===== config.mk =====
export PLATFORM = sky130hd
export DESIGN_NAME = frac_rate_divider
export DESIGN_NICKNAME = d
export VERILOG_FILES = /design/src/rtl/frac_div_pkg.sv /design/src/rtl/pd_accum_stage.sv /design/src/rtl/pd_toggle_stage.sv /design/src/rtl/frac_rate_divider.sv
export SDC_FILE = /design/constraint.sdc
export NUM_CORES = 1
export LEC_CHECK = 0
export CAP_MARGIN = 20
export CORE_MARGIN = 2
export CORE_UTILIZATION = 42
export CTS_CLUSTER_SIZE = 8
export DETAILED_ROUTE_END_ITERATION = 10
export PLACE_DENSITY = 0.57
export SYNTH_ARGS = -nofsm -noshare
export SYNTH_HDL_FRONTEND = slang
export SYNTH_SLANG_ARGS = --single-unit

===== constraint.sdc =====
create_clock -name clk -period 3.3 [get_ports clk]
set_input_delay 0.825 -clock clk [delete_from_list [all_inputs] [get_ports clk]]
set_output_delay 0.825 -clock clk [all_outputs]
set_load 0.05 [all_outputs]

===== src/rtl/frac_div_pkg.sv =====
package frac_div_pkg;
  // Width that holds any value of acc + step when acc < modulus.
  function automatic int unsigned acc_width(input int unsigned modulus, input int unsigned step);
    return $clog2(modulus + step);
  endfunction
endpackage


===== src/rtl/pd_accum_stage.sv =====
module pd_accum_stage #(
  parameter int unsigned MOD  = 26,
  parameter int unsigned STEP = 22,
  localparam int unsigned W   = frac_div_pkg::acc_width(MOD, STEP)
) (
  input  logic         clk,
  input  logic         rst_n,
  input  logic         adv_i,
  output logic         stb_o,
  output logic [W-1:0] acc_o
);
  localparam logic [W-1:0] MOD_V  = W'(MOD);
  localparam logic [W-1:0] STEP_V = W'(STEP);

  logic [W-1:0] acc_q;
  logic [W-1:0] sum;
  logic         pass;

  assign sum  = acc_q + STEP_V;
  assign pass = (sum >= MOD_V);

  always_ff @(posedge clk or negedge rst_n) begin
    if (!rst_n) begin
      acc_q <= '0;
      stb_o <= 1'b0;
    end else if (adv_i) begin
      acc_q <= pass ? (sum - MOD_V) : sum;
      stb_o <= pass;
    end else begin
      stb_o <= 1'b0;
    end
  end

  assign acc_o = acc_q;
endmodule


===== src/rtl/pd_toggle_stage.sv =====
module pd_toggle_stage #(
  parameter int unsigned TOG_N = 10,
  localparam int unsigned CW   = (TOG_N > 1) ? $clog2(TOG_N) : 1
) (
  input  logic clk,
  input  logic rst_n,
  input  logic tick_i,
  output logic sq_o
);
  localparam logic [CW-1:0] LAST = CW'(TOG_N - 1);
  logic [CW-1:0] cnt_q;

  always_ff @(posedge clk or negedge rst_n) begin
    if (!rst_n) begin
      cnt_q <= '0;
      sq_o  <= 1'b0;
    end else if (tick_i) begin
      if (cnt_q == LAST) begin
        cnt_q <= '0;
        sq_o  <= ~sq_o;
      end else begin
        cnt_q <= cnt_q + 1'b1;
      end
    end
  end
endmodule


===== src/rtl/frac_rate_divider.sv =====
module frac_rate_divider #(
  parameter int unsigned P1        = 26,
  parameter int unsigned Q1        = 22,
  parameter int unsigned P2        = 423,
  parameter int unsigned Q2        = 390,
  parameter bit          USE_STG2  = 1'b1,
  parameter int unsigned TOG_N     = 10,
  localparam int unsigned W1       = frac_div_pkg::acc_width(P1, Q1),
  localparam int unsigned W2       = frac_div_pkg::acc_width(P2, Q2)
) (
  input  logic clk,
  input  logic rst_n,
  input  logic en_i,
  output logic ph1_stb_o,
  output logic ph2_stb_o,
  output logic sq_o
);
  logic [W1-1:0] acc1_w;
  logic [W2-1:0] acc2_w;

  pd_accum_stage #(.MOD(P1), .STEP(Q1)) u_stg1 (
    .clk(clk), .rst_n(rst_n), .adv_i(en_i), .stb_o(ph1_stb_o), .acc_o(acc1_w)
  );

  generate
    if (USE_STG2) begin : g_stg2
      pd_accum_stage #(.MOD(P2), .STEP(Q2)) u_stg2 (
        .clk(clk), .rst_n(rst_n), .adv_i(ph1_stb_o), .stb_o(ph2_stb_o), .acc_o(acc2_w)
      );
    end else begin : g_bypass
      assign ph2_stb_o = ph1_stb_o;
      assign acc2_w    = '0;
    end
  endgenerate

  pd_toggle_stage #(.TOG_N(TOG_N)) u_tog (
    .clk(clk), .rst_n(rst_n), .tick_i(ph2_stb_o), .sq_o(sq_o)
  );
endmodule


==> results.py <==
metrics = {
    "place": {
        "place.gp.congestion": 0.8055,
        "dp_hpwl_um": 2219,
        "io_buffers": 5,
    },
    "synthesis": {
        "yosys.cell_types.count": 46,
        "synthTopCellsByArea": "dfrtp_1, xnor2_1, xor2_1",
        "netlist_instances": 179,
        "avgSynthCellArea_um2": 9.010,
        "synth-edff-count": 0,
        "synth_seq_cells": 22,
        "seq_area_frac_synth_pct": 34.13,
        "synth_nets": 187,
        "synthArstFlopShare_pct": 100.0,
        "synth_warnings": 0,
        "synth_top_area_share_pct": 34.13,
        "yosysTopAreaCell": "dfrtp_1",
        "synth_area_mm2": 0.001613,
        "synth_top_flop_cell": "dfrtp_1",
    },
    "floorplan": {
        "dieArea_mm2": 0.004351,
        "initial_core_util_pct": 43.72,
        "die_h_um": 65.97,
        "core_mm2": 0.003689,
        "io_pins": 6,
        "die_w_um": 65.97,
        "rows": 22,
    },
    "clock_tree": {
        "ctsHoldBuffers": 0,
        "clock-sinks": 22,
        "clkSlewWorstSetupHoldPaths_ns": 0.08,
        "clk_latency_ns": 0.26,
        "clockBufferDepth": 2,
        "cts_tree": "done",
        "ctsRootBufferMaster": "clkbuf_8",
        "cts_resized": 0,
        "htreeDepth": 1,
        "numCtsBuffers": 3,
        "post-cts-setup-buffers": 0,
    },
    "sta": {
        "setup_viol": 0,
        "fin_crit_ns": 2.625,
        "rsz0062_at_grt": "no",
        "max_freq_mhz": 381.0,
        "setup_tns_ns": 0,
        "tightest_slew_ns": 0.4878,
        "fin_crit_sh_pct": 79.53,
        "hold_viol_final": 0,
        "clock_skew_ns": 0.001940,
        "slew_headroom_pct": 67.38,
        "slew_viol_final": 0,
    },
    "final_layout": {
        "antenna_cells": 0,
        "nFillCells": 367,
        "nets": 190,
        "register_area_um2": 550.5,
        "multi_input_area_um2": 965.9,
        "layout-drive-gt1-share_pct": 10.50,
        "syn_to_final_growth_pct": 8.534,
    },
    "global_routing": {
        "grt_max_degree": 23,
        "grt_pass1_wl_um": 5188,
        "track_usage_pct": 15.22,
        "antenna_found_initial": 0,
        "grt_overflow": 0,
        "grt_pass1_vias": 1166,
    },
    "setup_path": {
        "critical_path_cell_count": 1,
        "cp.required_ns": 2.47,
        "cp.arrival_ns": 1.80,
        "setup.worst_path.class": "flip-flop to output port",
        "slowest_delay_ns": 0.89,
        "worstPathMaxFanout": 15,
        "worst-path-buf-inv": 1,
        "critical_path.cell_chain": "clkdlybuf4s50_1",
        "startpoint_type": "flip-flop",
        "path_delay_family": "buffers and inverters",
        "end_kind": "output port",
        "cp_slowest_cell": "clkdlybuf4s50_1",
        "rr_worst_depth": 9,
    },
    "routing": {
        "wire_per_inst_um": 13.02,
        "dr.pass1.iters": 4,
        "vias": 1228,
        "drc_errors": 0,
        "ant_nets": 0,
        "drt_first_iter_violations": 83,
        "finalWirelength_um": 2982,
        "vias_per_cell": 5.362,
    },
    "hold_path": {
        "hp-class": "flip-flop to flip-flop",
        "hold_depth": 1,
    },
    "job": {
        "cap_violations": 0,
    },
    "status": {
        "status": "finished, final reports clean",
    },
}
sequential cells by signal, summed over array words and instances (netlist names):
signal	flops
u_stg1.stb_o	1
u_stg1.acc_o	5
u_tog.cnt_q	4
u_tog.sq_o	1
g_stg2.u_stg2.stb_o	1
g_stg2.u_stg2.acc_o	10
per-layer routing:
metal	GRT usage [%]	vias up	part of all wire [%]
met5	0	-	0
met4	6.122	0	1.3
met3	1.533	4	1.4
met2	25.38	12	48
met1	20.19	591	49
li1	-	621	-
worst paths after layout:
kind | start | to | slack (ns)
setup / recovery | u_stg1.stb_o$_DFF_PN0_ | ph1_stb_o | 0.68
setup reg to reg | g_stg2.u_stg2.acc_o[1]$_DFFE_PN0P_ | g_stg2.u_stg2.acc_o[8]$_DFFE_PN0P_ | 0.87
hold reg to reg | u_tog.sq_o$_DFFE_PN0P_ | u_tog.sq_o$_DFFE_PN0P_ | 0.48
max in group asynchronous | rst_n | g_stg2.u_stg2.acc_o[9]$_DFFE_PN0P_ | 2.17
hold / removal | u_tog.sq_o$_DFFE_PN0P_ | u_tog.sq_o$_DFFE_PN0P_ | 0.48
min in group asynchronous | rst_n | g_stg2.u_stg2.acc_o[6]$_DFFE_PN0P_ | 0.90
cell type report:
type | count | area share [%]
Tap cell | 48 | 3.431
Sequential cell | 22 | 31.45
Multi-Input combinational cell | 138 | 55.18
Timing Repair Buffer | 7 | 3.717
Clock inverter | 1 | 1.716
Inverter | 10 | 2.144
Clock buffer | 3 | 2.359
metrics by stage:
step	setup WS (ns)	hold slack (ns)	instances	utilization (%)	cell area (um2)
4_1_cts	0.6735	0.4762	229	47.46	1750
5_1_grt	0.5951	0.5068	229	47.46	1750
6_report	0.6754	0.4797	229	47.46	1750
3_5_place_dp	0.8794	0.4606	225	45.52	1679
3_3_place_gp	0.9747	0.4565	225	45.52	1679
2_1_floorplan	1.190	0.4635	179	-	1613
cells in the final DEF (no fill, tap or decap), types with 3 or more instances in the layout:
master	instances
nor3_1	7
xor2_1	8
dfrtp_1	22
xnor2_1	11
clkdlybuf4s50_1	5
nor3b_1	3
a21oi_1	9
ha_1	5
nor2_1	17
o22ai_1	3
clkbuf_8	3
a31oi_1	4
nand2_1	14
nand3_1	4
o21ai_0	9
inv_1	10
mux2i_1	6
nor2b_1	4
cells in the mapped netlist (3+ instances only):
cell type  instances
clkbuf_1           3
xnor2_1           11
mux2i_1            6
nor2b_1            4
a21oi_1            9
nor3b_1            3
o21ai_0            9
dfrtp_1           22
nor3_1             7
nand2_1           14
ha_1               5
inv_1             10
nor2_1            17
o22ai_1            3
nand3_1            4
xor2_1             8
a31oi_1            4
logic make-up after synthesis:
group                      count (synthesis)  share of synthesized area (%)
and+or+nand+nor                           61                          19.78
AOI/OAI and AO/OA                         46                          21.18
DFF                                       22                          34.14
xor gates and xnor gates                  20                          11.33
buffers and inverters                     19                          5.973
muxes                                      6                          3.724
adders and majority gates                  5                          3.879
Power is left out: the tool's default activity adds up to more than one toggle a clock period on the data nets, which glitch-free logic cannot reach.
